--- src/rtl/spp_pkg.sv ---
package spp_pkg;

  typedef struct packed {
    logic [1:0] mode;
    logic       frm_hi;
    logic [2:0] sdly;
    logic [1:0] dstart;
    logic [5:0] dsize;
    logic [1:0] dstop;
    logic [6:0] fdly;
    logic [5:0] fwid;
    logic       tail_b0;
  } cfg_t;

  // transfer length in half serial periods
  function automatic logic [7:0] half_total(input logic [2:0] sdly, input logic [1:0] dstart,
                                            input logic [5:0] dsize, input logic [1:0] dstop);
    logic [7:0] per;
    per = 8'(sdly) + 8'(dstart) + 8'(dsize) + 8'(dstop);
    return {per[6:0], 1'b0};
  endfunction

endpackage

--- src/rtl/spp_cfg_chk.sv ---
module spp_cfg_chk #(
  parameter int MAX_BITS = 32,
  parameter int MIN_BITS = 4,
  parameter int MAX_FDLY = 88,
  parameter int MAX_FWID = 44
) (
  input  logic [2:0] sdly,
  input  logic [1:0] dstart,
  input  logic [5:0] dsize,
  input  logic [1:0] dstop,
  input  logic [6:0] fdly,
  input  logic [5:0] fwid,
  output logic       ok
);
  logic [7:0] hl, fend, fmin;

  always_comb begin
    hl   = spp_pkg::half_total(sdly, dstart, dsize, dstop);
    fend = 8'(fdly) + 8'({fwid, 1'b0});
    fmin = 8'({sdly, 1'b0}) + 8'd2;
    ok   = (dsize >= 6'(MIN_BITS)) && (dsize <= 6'(MAX_BITS)) &&
           (fwid != 6'd0) && (fwid <= 6'(MAX_FWID)) &&
           (fdly <= 7'(MAX_FDLY)) && (fend <= hl) && (fend >= fmin);
  end
endmodule

--- src/rtl/spp_seq.sv ---
module spp_seq #(
  parameter int HALF_DIV = 2
) (
  input  logic       clk,
  input  logic       rst,
  input  logic       go,
  input  logic [7:0] half_len,
  output logic       busy,
  output logic       done,
  output logic [7:0] h,
  output logic       ht,
  output logic       fin
);
  localparam int DW = (HALF_DIV > 1) ? $clog2(HALF_DIV) : 1;
  localparam logic [DW-1:0] DIV_LAST = DW'(HALF_DIV - 1);

  logic [DW-1:0] div;

  assign ht  = busy && (div == DIV_LAST);
  assign fin = ht && (h == half_len - 8'd1);

  always_ff @(posedge clk) begin
    if (rst) begin
      busy <= 1'b0;
      done <= 1'b0;
      h    <= '0;
      div  <= '0;
    end else begin
      done <= 1'b0;
      if (go) begin
        busy <= 1'b1;
        h    <= '0;
        div  <= '0;
      end else if (busy) begin
        if (div == DIV_LAST) begin
          div <= '0;
          if (fin) begin
            busy <= 1'b0;
            done <= 1'b1;
          end else begin
            h <= h + 8'd1;
          end
        end else begin
          div <= div + DW'(1);
        end
      end
    end
  end


  done_not_busy_chk: assert property (@(posedge clk) disable iff (rst) done |-> !busy);

  h_in_range_chk: assert property (@(posedge clk) disable iff (rst) busy |-> (h < half_len));

  fresh_count_chk: assert property (@(posedge clk) disable iff (rst) $rose(busy) |-> (h == 8'd0));
endmodule

--- src/rtl/spp_pins.sv ---
module spp_pins #(
  parameter int W = 32
) (
  input  logic         clk,
  input  logic         rst,
  input  logic         busy,
  input  logic [7:0]   h,
  input  logic [1:0]   mode,
  input  logic         frm_hi,
  input  logic [2:0]   sdly,
  input  logic [1:0]   dstart,
  input  logic [5:0]   dsize,
  input  logic [6:0]   fdly,
  input  logic [5:0]   fwid,
  input  logic         tail_b0,
  input  logic [W-1:0] word,
  input  logic         live_idle_hi,
  input  logic         live_frm_hi,
  output logic         sclk,
  output logic         frm,
  output logic         txd,
  output logic         smp
);
  localparam int IW = $clog2(W);

  logic [6:0]    p, d_start, d_end;
  logic [IW-1:0] idx;
  logic [7:0]    fend;
  logic          in_data, tail, fh, sclk_n, frm_n, txd_n;

  always_comb begin
    p       = h[7:1];
    d_start = 7'(sdly) + 7'(dstart);
    d_end   = d_start + 7'(dsize);
    in_data = (p >= d_start) && (p < d_end);
    idx     = IW'(d_end - 7'd1 - p);
    tail    = tail_b0 & word[0];
    fend    = 8'(fdly) + 8'({fwid, 1'b0});
    fh      = mode[0] ^ mode[1];
    smp     = busy && in_data && !h[0];
    if (!busy) begin
      sclk_n = live_idle_hi;
      frm_n  = !live_frm_hi;
      txd_n  = tail;
    end else begin
      if (p < 7'(sdly)) sclk_n = mode[1];
      else              sclk_n = h[0] ? !fh : fh;
      frm_n = ((h >= 8'(fdly)) && (h < fend)) ? frm_hi : !frm_hi;
      if (in_data)         txd_n = word[idx];
      else if (p >= d_end) txd_n = tail;
      else                 txd_n = 1'b0;
    end
  end

  always_ff @(posedge clk) begin
    if (rst) begin
      sclk <= 1'b0;
      frm  <= 1'b0;
      txd  <= 1'b0;
    end else begin
      sclk <= sclk_n;
      frm  <= frm_n;
      txd  <= txd_n;
    end
  end


  sclk_idle_in_lead_chk: assert property (@(posedge clk) disable iff (rst)
    ($past(busy) && busy && ($past(h[7:1]) < 7'(sdly))) |-> (sclk == mode[1]));
endmodule

--- src/rtl/spp_rxsr.sv ---
module spp_rxsr #(
  parameter int W = 32
) (
  input  logic         clk,
  input  logic         rst,
  input  logic         clr,
  input  logic         shift,
  input  logic         rxd,
  input  logic         fin,
  output logic [W-1:0] rx_word
);
  logic [W-1:0] sr;

  always_ff @(posedge clk) begin
    if (rst) begin
      sr      <= '0;
      rx_word <= '0;
    end else begin
      if (clr)        sr <= '0;
      else if (shift) sr <= {sr[W-2:0], rxd};
      if (fin) rx_word <= sr;
    end
  end


  rx_only_at_end_chk: assert property (@(posedge clk) disable iff (rst)
    !$past(fin) |-> $stable(rx_word));
endmodule

--- src/rtl/spp_engine.sv ---
module spp_engine #(
  parameter int W        = 32,
  parameter int HALF_DIV = 2,
  parameter int MIN_BITS = 4,
  parameter int MAX_FDLY = 88,
  parameter int MAX_FWID = 44
) (
  input  logic         clk,
  input  logic         rst,
  input  logic         start,
  input  logic [1:0]   cfg_mode,
  input  logic         cfg_frm_hi,
  input  logic [2:0]   cfg_sdly,
  input  logic [1:0]   cfg_dstart,
  input  logic [5:0]   cfg_dsize,
  input  logic [1:0]   cfg_dstop,
  input  logic [6:0]   cfg_fdly,
  input  logic [5:0]   cfg_fwid,
  input  logic         cfg_tail_b0,
  input  logic [W-1:0] tx_word,
  output logic         busy,
  output logic         done,
  output logic         err,
  output logic [W-1:0] rx_word,
  output logic         sclk,
  output logic         frm,
  output logic         txd,
  input  logic         rxd
);
  spp_pkg::cfg_t cq;
  logic [W-1:0]  wq;
  logic          ok, go, ht, fin, smp;
  logic [7:0]    h, half_len;

  assign go       = start && !busy && ok;
  assign half_len = spp_pkg::half_total(cq.sdly, cq.dstart, cq.dsize, cq.dstop);

  spp_cfg_chk #(.MAX_BITS(W), .MIN_BITS(MIN_BITS), .MAX_FDLY(MAX_FDLY), .MAX_FWID(MAX_FWID)) chk_i (
    .sdly(cfg_sdly), .dstart(cfg_dstart), .dsize(cfg_dsize), .dstop(cfg_dstop),
    .fdly(cfg_fdly), .fwid(cfg_fwid), .ok(ok));

  always_ff @(posedge clk) begin
    if (rst) begin
      cq  <= '0;
      wq  <= '0;
      err <= 1'b0;
    end else if (go) begin
      cq  <= '{mode: cfg_mode, frm_hi: cfg_frm_hi, sdly: cfg_sdly, dstart: cfg_dstart,
               dsize: cfg_dsize, dstop: cfg_dstop, fdly: cfg_fdly, fwid: cfg_fwid,
               tail_b0: cfg_tail_b0};
      wq  <= tx_word;
      err <= 1'b0;
    end else if (start && !busy) begin
      err <= 1'b1;
    end
  end

  spp_seq #(.HALF_DIV(HALF_DIV)) seq_i (
    .clk(clk), .rst(rst), .go(go), .half_len(half_len), .busy(busy), .done(done),
    .h(h), .ht(ht), .fin(fin));

  spp_pins #(.W(W)) pins_i (
    .clk(clk), .rst(rst), .busy(busy), .h(h), .mode(cq.mode), .frm_hi(cq.frm_hi),
    .sdly(cq.sdly), .dstart(cq.dstart), .dsize(cq.dsize), .fdly(cq.fdly), .fwid(cq.fwid),
    .tail_b0(cq.tail_b0), .word(wq), .live_idle_hi(cfg_mode[1]), .live_frm_hi(cfg_frm_hi),
    .sclk(sclk), .frm(frm), .txd(txd), .smp(smp));

  spp_rxsr #(.W(W)) rx_i (
    .clk(clk), .rst(rst), .clr(go), .shift(ht && smp), .rxd(rxd), .fin(fin), .rx_word(rx_word));


  refuse_bad_cfg_chk: assert property (@(posedge clk) disable iff (rst)
    (start && !busy && !ok) |=> (!busy && err));

  err_idle_chk: assert property (@(posedge clk) disable iff (rst) err |-> !busy);

  done_after_busy_chk: assert property (@(posedge clk) disable iff (rst) done |-> $past(busy));
endmodule

--- config.mk ---
export PLATFORM = sky130hd
export DESIGN_NAME = spp_engine
export DESIGN_NICKNAME = d
export VERILOG_FILES = /design/src/rtl/spp_pkg.sv /design/src/rtl/spp_cfg_chk.sv /design/src/rtl/spp_seq.sv /design/src/rtl/spp_pins.sv /design/src/rtl/spp_rxsr.sv /design/src/rtl/spp_engine.sv
export SDC_FILE = /design/constraint.sdc
export NUM_CORES = 1
export LEC_CHECK = 0
export ABC_AREA = 0
export ABC_CLOCK_PERIOD_IN_PS = 5100
export BUFFER_PORTS_ARGS = -buffer_cell sky130_fd_sc_hd__buf_4
export CORE_ASPECT_RATIO = 1.25
export CORE_UTILIZATION = 30
export CTS_CLUSTER_SIZE = 40
export DETAILED_ROUTE_END_ITERATION = 16
export GPL_TIMING_DRIVEN = 0
export PLACE_DENSITY = 0.59
export SETUP_SLACK_MARGIN = 0.4
export SYNTH_ARGS = -nofsm -noshare
export SYNTH_HDL_FRONTEND = slang
export SYNTH_SLANG_ARGS = --single-unit
--- constraint.sdc ---
create_clock -name clk -period 5.1 [get_ports clk]
set_input_delay 0.51 -clock clk [delete_from_list [all_inputs] [get_ports clk]]
set_output_delay 0.51 -clock clk [all_outputs]
set_load 0.005 [all_outputs]
==> results of run 1 <==
power groups by stage:
stage                     clock [mW]  combinational, mW  sequential, mW
final                           1.19              0.645            1.15
after global routing            1.27              0.728            1.15
after CTS                       1.22              0.653            1.15
after detailed placement           0              0.650            1.17
after global placement             0              0.642            1.17
after floorplan                    0              0.478            1.17
worst register-to-register path, cell delays in order (launching register included):
cell and delay (ps):
dfxtp_1 420, fa_1 480, fa_1 530, ha_1 200, inv_1 60, fa_1 420
xnor2_2 330, xnor2_1 180, xnor2_1 110, a2111oi_2 370, nand3_1 410, buf_2 360
o31ai_2 240, a21oi_1 90
routing by layer:
metal,global-route usage (%),vias to the layer above
met5,0,-
met4,4.95,0
met3,2.82,23
met2,27.0,123
met1,18.6,3228
li1,-,3416
synth_stat cells (2+ instances only):
cell type / number / area [um^2]
a211o_1: 5 / 43.8
o211a_1: 3 / 30.0
nand2b_1: 5 / 31.3
o211ai_1: 5 / 37.5
ha_1: 78 / 976
inv_1: 50 / 188
or2_2: 2 / 12.5
nand3b_1: 2 / 15.0
nand4_1: 40 / 250
buf_4: 3 / 22.5
mux2i_1: 102 / 1020
o21a_1: 6 / 45.0
and2_1: 3 / 18.8
o21bai_1: 3 / 22.5
buf_2: 21 / 105
mux2_2: 2 / 22.5
nor3_1: 12 / 60.1
a21oi_1: 64 / 320
xnor2_1: 19 / 166
dfxtp_1: 141 / 2820
a21boi_0: 2 / 15.0
o311ai_0: 3 / 26.3
xor2_1: 10 / 87.6
a21o_1: 14 / 105
nand3_1: 54 / 270
clkbuf_1: 28 / 105
a211oi_1: 3 / 22.5
o21ai_0: 15 / 75.1
o31ai_1: 4 / 30.0
buf_6: 6 / 67.6
mux4_2: 10 / 225
or4_1: 2 / 15.0
nor2_1: 75 / 282
or3_1: 2 / 12.5
and3_1: 4 / 25.0
o31ai_2: 30 / 375
nor2b_1: 7 / 43.8
nand2_1: 11 / 41.3
fa_1: 13 / 260
logic make-up (layout without fill, tap and decap cells):
kind of cell	Yosys count	after routing	synth area share (%)
AOI/OAI and AO/OA	164	164	14.4
muxes	114	114	15.0
and+or+nand+nor	225	225	13.4
DFF	141	141	33.4
adders and majority gates	91	91	14.6
xor gates and xnor gates	30	30	3.27
buffers and inverters	110	245	5.87
registers in the layout, summed over array words and instances, names as in the netlist:
| name | flops |
|---|---|
| rx_i.rx_word | 32 |
| seq_i.div | 1 |
| seq_i.done | 1 |
| wq | 32 |
| err | 1 |
| cq | 30 |
| pins_i.txd | 1 |
| seq_i.busy | 1 |
| pins_i.sclk | 1 |
| rx_i.sr | 32 |
| seq_i.h | 8 |
| pins_i.frm | 1 |
final timing paths:
check | cells past startpoint | endpoint | slack (ps) | startpoint
setup / recovery | 24 | wq[27] | 760 | cfg_sdly[0]
hold / removal | 3 | wq[0] | 310 | tx_word[0]
setup reg to reg | 13 | rx_i.rx_word[1] | 760 | cq[23]
hold reg to reg | 2 | rx_i.rx_word[31] | 470 | rx_i.sr[31]
cell type report:
cell class,count,area (um^2)
fill,2796,17400
buffer,59,304
multi-input combinational,624,5130
inverter,51,191
sequential,141,2820
tap,350,438
clock inverter,15,134
clock buffer,17,425
timing repair buffer,103,773
repair_timing:
action,in CTS,in global routing
gates resized for setup,0,1
buffers inserted,0,0
setup endpoints to repair,0,30
per-stage QoR:
stage / cell area (um^2) / instances / hold WS, ps / setup WS [ps]
after floorplan: 8440 / 875 / 447 / 958
after global placement: 9650 / 1328 / 459 / 309
after detailed placement: 9650 / 1328 / 462 / 276
after CTS: 10200 / 1360 / 299 / 560
after global routing: 10200 / 1360 / 313 / 481
final: 10200 / 1360 / 314 / 755
==> results.txt, run 1 <==
- The run finished, with violations left.
- Failing checks: DRC
- Internal: ~2.1 mW
* Logic gate share of total power: roughly 22%
* Bufs on Longest Clock Path: 2
- In the synthesized netlist the async set-or-reset flop fraction comes to 0%.
- The worst setup path is captured at a flip-flop.
* Synth Flop Type: dfxtp_1
- Number of diodes: 0
- Register share of total power: between 30% and 40%
- In this run the worst path has a maximum fanout of 10.
* Worst-margin pin slew: approximately 800 ps
- From left edge to right edge, the die measures 152 um.
- Summed over all nets, wire length on met3 after detailed routing comes to 767 um.
- Number of synthesized flops with an enable pin: 0
- Worst IR Drop VDD: roughly 180 uV
* Arrival time at the worst endpoint: around 4600 ps
- P per Cell Area: between 200 and 300 nW/um^2
- The first global-routing pass estimated approximately 35 mm of wire.
- For this block, the initial DRC count from the detailed router was 280.
- Yosys printed 0 warnings.
* HP Class: in2reg
- Together, buffers and inverters on the worst path number 8.
* Ratio of cells with drive above 1 in the final layout: between 20% and 30%
* Highest-delay cell along the critical path: fa_1
- Once the floorplan was initialized, standard cells occupied between 30% and 40% of the core.
- Synthesis instantiated 55 different standard cells from the library.
* Worst slew margin relative to its limit: 46.9%
- Leaving out fill and tap cells, the most frequent cell in the layout is dfxtp_1.
* Number of sinks on the clock net: 141
* Slowest stage delay, CP: about 490 ps
- Largest net degree at the start of global routing: 17
- Timing would allow up to about 230 MHz.
- Syn Inst Count: about 900
- Port Buf Inserts: between 100 and 150
- When the netlist entered floorplanning its net count stood at just over 1000.
* Most common cell on crit path: inv_1
- Switching power of the nets: ~0.9 mW
* Share of power burned in the clock network: 39.9%
* Remaining global-route overflow: 0
* Data required time of the critical path: roughly 5400 ps
- Net switching is between 20% and 30% of the power.
- During I/O placement, the number of pins put on the boundary was 104.
- Sequential element share of the synthesized area: between 30% and 40%
- Kind of start point of the critical path: primary input
- Vias per cell: roughly 5
- For the worst-skew pair, the clock arrives at the later sink with an insertion delay of ~430 ps.
* DRC: 13
- Count of max-cap constraint violations: 0
- RePlAce Congestion: 0.795
- Row Count: 68
- The via count of the first global-routing pass was 6923.
- Each instance of the synthesized netlist takes up on average slightly below 10 um^2.
- Pre-antenna DRT Iters: 10
- Vias after detailed routing: ~6800
- Clk pin slew, worst setup/hold paths: 70 ps
- CTS tree: built
- The smallest clock period supported by the final layout is computed as approximately 4300 ps.
- By startpoint and endpoint, the worst setup path is classified as in2reg.
- Setup TNS: 0 ps
- The number of hold buffers added after CTS was 0.
- In this run, CTS created clock tree buffers numbering 17.
- Routed met2 length: about 10 mm
- The H-tree generated during clock tree synthesis spans 4 levels.
- Traced cell by cell, the critical path runs through buf_4 > ha_1 > fa_1 > inv_1 > fa_1 > inv_1 > ha_1 > inv_1 > fa_1 > inv_1 > a21o_1 > a21oi_1 > xor2_1 > ha_1 > nand2_1 > nor3_1 > a21oi_1 > o31ai_1 > o211ai_1 > buf_2 > buf_4 > buf_4 > mux2i_1 > nor2_1.
* Total global routing track utilization: around 15%
- In this run the remaining antenna-violating nets after routing total 0.
* Wire length per cell after detailed routing: between 15 and 20 um
- Core Util, Final: a little under two fifths
* Endpoints failing hold: 0
* Met1 wire length: around 9.6 mm
- In the layout the commonest cells are dfxtp_1, buf_4, mux2i_1.
- Setup repair after global routing missed its margin: false
- Final Slew Violations: 0
* Leakage power total: 4.52 nW
* Die Outline Area: roughly 29000 um^2
- WL final: 21.1 mm
- Final worst clock skew: 10.3 ps
* Clock Root Buffer: clkbuf_16
- Summed over all nets, the half-perimeter wirelength after detailed placement is between 15 and 20 mm.
- Highest metal layer with signal wires: met4
- Setup violation total in the final timing report: 0
- Crit share post-route: 85.2%
- Synth Register Bits: roughly 140
- The final layout contains ~1200 nets.
- Initial antenna violation count: 0
- Area growth syn-to-layout: 21.1%
- The die is ~190 um tall.
* Placeable core region: approximately 28000 um^2
- Mapped cell area: 8440 um^2
- Post-layout total power: roughly 3 mW
* CP top delay family: adder cells
(Power assumes the default switching activity.)
==> run 2, diff against run 1 <==
- BUFFER_PORTS_ARGS: -buffer_cell sky130_fd_sc_hd__buf_4 -> -buffer_cell sky130_fd_sc_hd__buf_2
==> run 2 against run 1 <==
Effect of this change: core utilization shrank 0.73 points; clock skew grew 0.79 ps; the run still ends with DRC left; largest cell class unchanged; global-route usage is essentially flat; critical path depth is the same; die area is the same; critical endpoint is now seq_i.h[3].
==> results.txt, run 2 (synthesis gave the netlist of run 1 again) <==
- Endpoints failing hold: 0 (unchanged)
* Data required time of the critical path: 5450 ps (was 5390 ps)
* Port Buf Inserts: 103 (unchanged)
* Worst-margin pin slew: 772 ps (was 796 ps)
* Peak clock frequency supported by timing: 230 MHz (about the same)
- Worst slew margin relative to its limit: 48.5% (was 46.9%)
* Remaining global-route overflow: 0 (unchanged)
* DRC: 13 (unchanged)
- The static leakage came to 4.48 nW (was 4.52 nW).
- The maximum fanout encountered on the critical timing path was 10 (unchanged).
* RePlAce Congestion: 0.803 (was 0.795)
* Commonest cells after routing, fill and taps aside: dfxtp_1, buf_2, mux2i_1 (was dfxtp_1, buf_4, mux2i_1)
- Nature of the critical path endpoint: flip-flop (unchanged)
- The overall die width came to 152 um (unchanged).
- WL final: 21.1 mm (about the same)
- The final max-slew violation count was 0 (unchanged).
* Vias per cell: 5.02 (was 4.99)
- The post-layout minimum cycle time came to 4360 ps (was 4340 ps).
- Kind of start point of the critical path: primary input (unchanged)
* Setup TNS: 0 ps (unchanged)
- Ratio of cells with drive above 1 in the final layout: 20.9% (was 21.2%)
- # H-tree levels: 4 (unchanged)
- Vertical die dimension: 190 um (unchanged)
- Crit share post-route: 85.4% (was 85.2%)
- The maximum number of pins on one net before global-route repair came to 17 (unchanged).
* Vias after detailed routing: 6825 (was 6790)
- The arrival time reported for the critical path endpoint came to 4700 ps (was 4640 ps).
* Area after DPL: 9400 um^2 (was 9650 um^2)
- Most common library cell in the layout ignoring fill and taps: dfxtp_1 (unchanged)
* Number of sinks on the clock net: 141 (unchanged)
- Setup repair after global routing missed its margin: false (unchanged)
* TritonCTS buffer count: 17 (unchanged)
- The number of hold buffers added after CTS is 0 (unchanged).
- The area growth from synthesis to layout came to 18.7% (was 21.1%).
* Sequential cell area in the final layout: 2820 um^2 (unchanged)
- The fill cell instance count of the final layout was 2827 (was 2796).
- Setup violation total in the final timing report: 0 (unchanged)
- The all-layer global routing usage is 15.2% (was 15.3%).
- The number of max-cap violations was 0 (unchanged).
- Status: finished, violations left (unchanged)
* Worst Min Path Start: tx_word[15] (was tx_word[0])
- Final cell count without fillers: 1360 (unchanged)
- The area of the die was 28800 um^2 (unchanged).
- The post-CTS setup buffer count was 0 (unchanged).
- Half-perimeter wire length after detailed placement: 16.4 mm (about the same)
* Worst IR Drop VDD: 204 uV (was 184 uV)
- The area of the multi-input gates is 5120 um^2 (was 5130 um^2).
* Clock Root Buffer: clkbuf_16 (unchanged)
- The areal power density over the cells was 309 nW/um^2 (was 292 nW/um^2).
- The post-layout instance area is 10000 um^2 (was 10200 um^2).
- Clk pin slew, worst setup/hold paths: 60 ps (was 70 ps)
- The number of top-level pins was 104 (unchanged).
- Top flop regs: rx_i.rx_word: 32 flops, rx_i.sr: 32 flops, wq: 32 flops (unchanged)
* Count of nets left with antenna violations after detail routing: 0 (unchanged)
- Failing checks: DRC (unchanged)
- The clock latency reported for the late side of the worst-skew pair came to 430 ps (about the same).
- The starting density of the core is 30.5% (unchanged).
- Wire length per cell after detailed routing: 15.5 um (about the same)
- The violation count after the first detailed-routing iteration was 222 (was 280).
- Pre-antenna DRT Iters: 12 (was 10)
- The beginning of the worst register-to-register path is cq[23] (unchanged).
- Launching element of the worst setup path: cfg_sdly[0] (unchanged)
* Global-route wire length before repair: 35.1 mm (about the same)
- The number of gates resized after CTS is 0 (unchanged).
- CTS tree: built (unchanged)
* Placed Cells: 1328 (unchanged)
* HP Class: in2reg (unchanged)
* Number of nets in the finished design: 1154 (unchanged)
- The via count of the first global-routing pass came to 6894 (was 6923).
- The worst clock skew on the final layout is 11.1 ps (was 10.3 ps).
- The core area came to 27700 um^2 (unchanged).
- The count of antenna diodes in the layout came to 0 (unchanged).
* Initial antenna violation count: 1 (was 0)
* Worst Path Class, Setup: in2reg (unchanged)
- Row Count: 68 (unchanged)
- The largest buffer count on any clock path came to 2 (unchanged).
==> run 2: cell types whose count changed in the layout (fill, tap and decap cells not counted), moves of 2 or more <==
cell / delta
bufinv_16: +2
clkinv_4: +2
clkbuf_1: +2
clkbuf_8: +2
inv_6: -3
buf_2: +103
buf_4: -104
clkinv_2: -4
==> run 2: stage by stage <==
| stage | worst slack (ps) | util, % | total power [mW] | hold WS (ps) |
|---|---|---|---|---|
| 6_report | 745 | 36.2 | 3.09 | 316 |
| 2_1_floorplan | 958 | - | 1.65 | 447 |
| 3_5_place_dp | 242 | 34.0 | 1.81 | 460 |
| 3_3_place_gp | 293 | 34.0 | 1.80 | 455 |
| 5_1_grt | 400 | 36.2 | 3.24 | 318 |
| 4_1_cts | 683 | 36.2 | 3.12 | 304 |
==> run 2: final cells by class <==
cell class              instances  area share (%)
flip-flops and latches        141            28.2
multi-input cells             624            51.2
plain buffers                  59            3.07
repair buffers                103            5.15
clock inverters                11            1.57
clock buffers                  21            4.60
inverters                      51            1.91
well taps                     350            4.37
==> run 2: path summary, 6_finish.rpt <==
path                            slack, ps          endpoint  cells after the start
worst max-delay path                  740        seq_i.h[3]                     24
worst max register to register        780   rx_i.rx_word[1]                     13
worst min register to register        460  rx_i.rx_word[24]                      2
worst min-delay path                  320            wq[15]                      3
==> run 2: report_power, final <==
group          switching [mW]  internal [mW]
Sequential             0.0202           1.13
Clock                   0.508          0.803
Combinational           0.353          0.278
Total                   0.882           2.21
==> run 2: worst max-delay path, stage by stage <==
cell and delay, ps:
buf_2 140, ha_1 240, fa_1 490, inv_1 50, fa_1 480, inv_1 40
ha_1 200, inv_1 70, fa_1 200, inv_1 50, a21o_1 150, a21oi_1 160
xor2_1 190, ha_1 260, nand2_1 70, nor3_1 40, a21oi_1 140, o31ai_1 90
o211ai_1 100, buf_2 230, buf_4 250, buf_2 260, nand3_1 110, mux2i_1 170
==> run 2: metal layers <==
layer / track usage [%] / routed length, um / vias up
li1: - / - / 3417
met1: 18.8 / 9700 / 3250
met2: 26.7 / 10300 / 129
met3: 2.48 / 728 / 27
met4: 5.38 / 369 / 2
met5: 0 / 8 / -
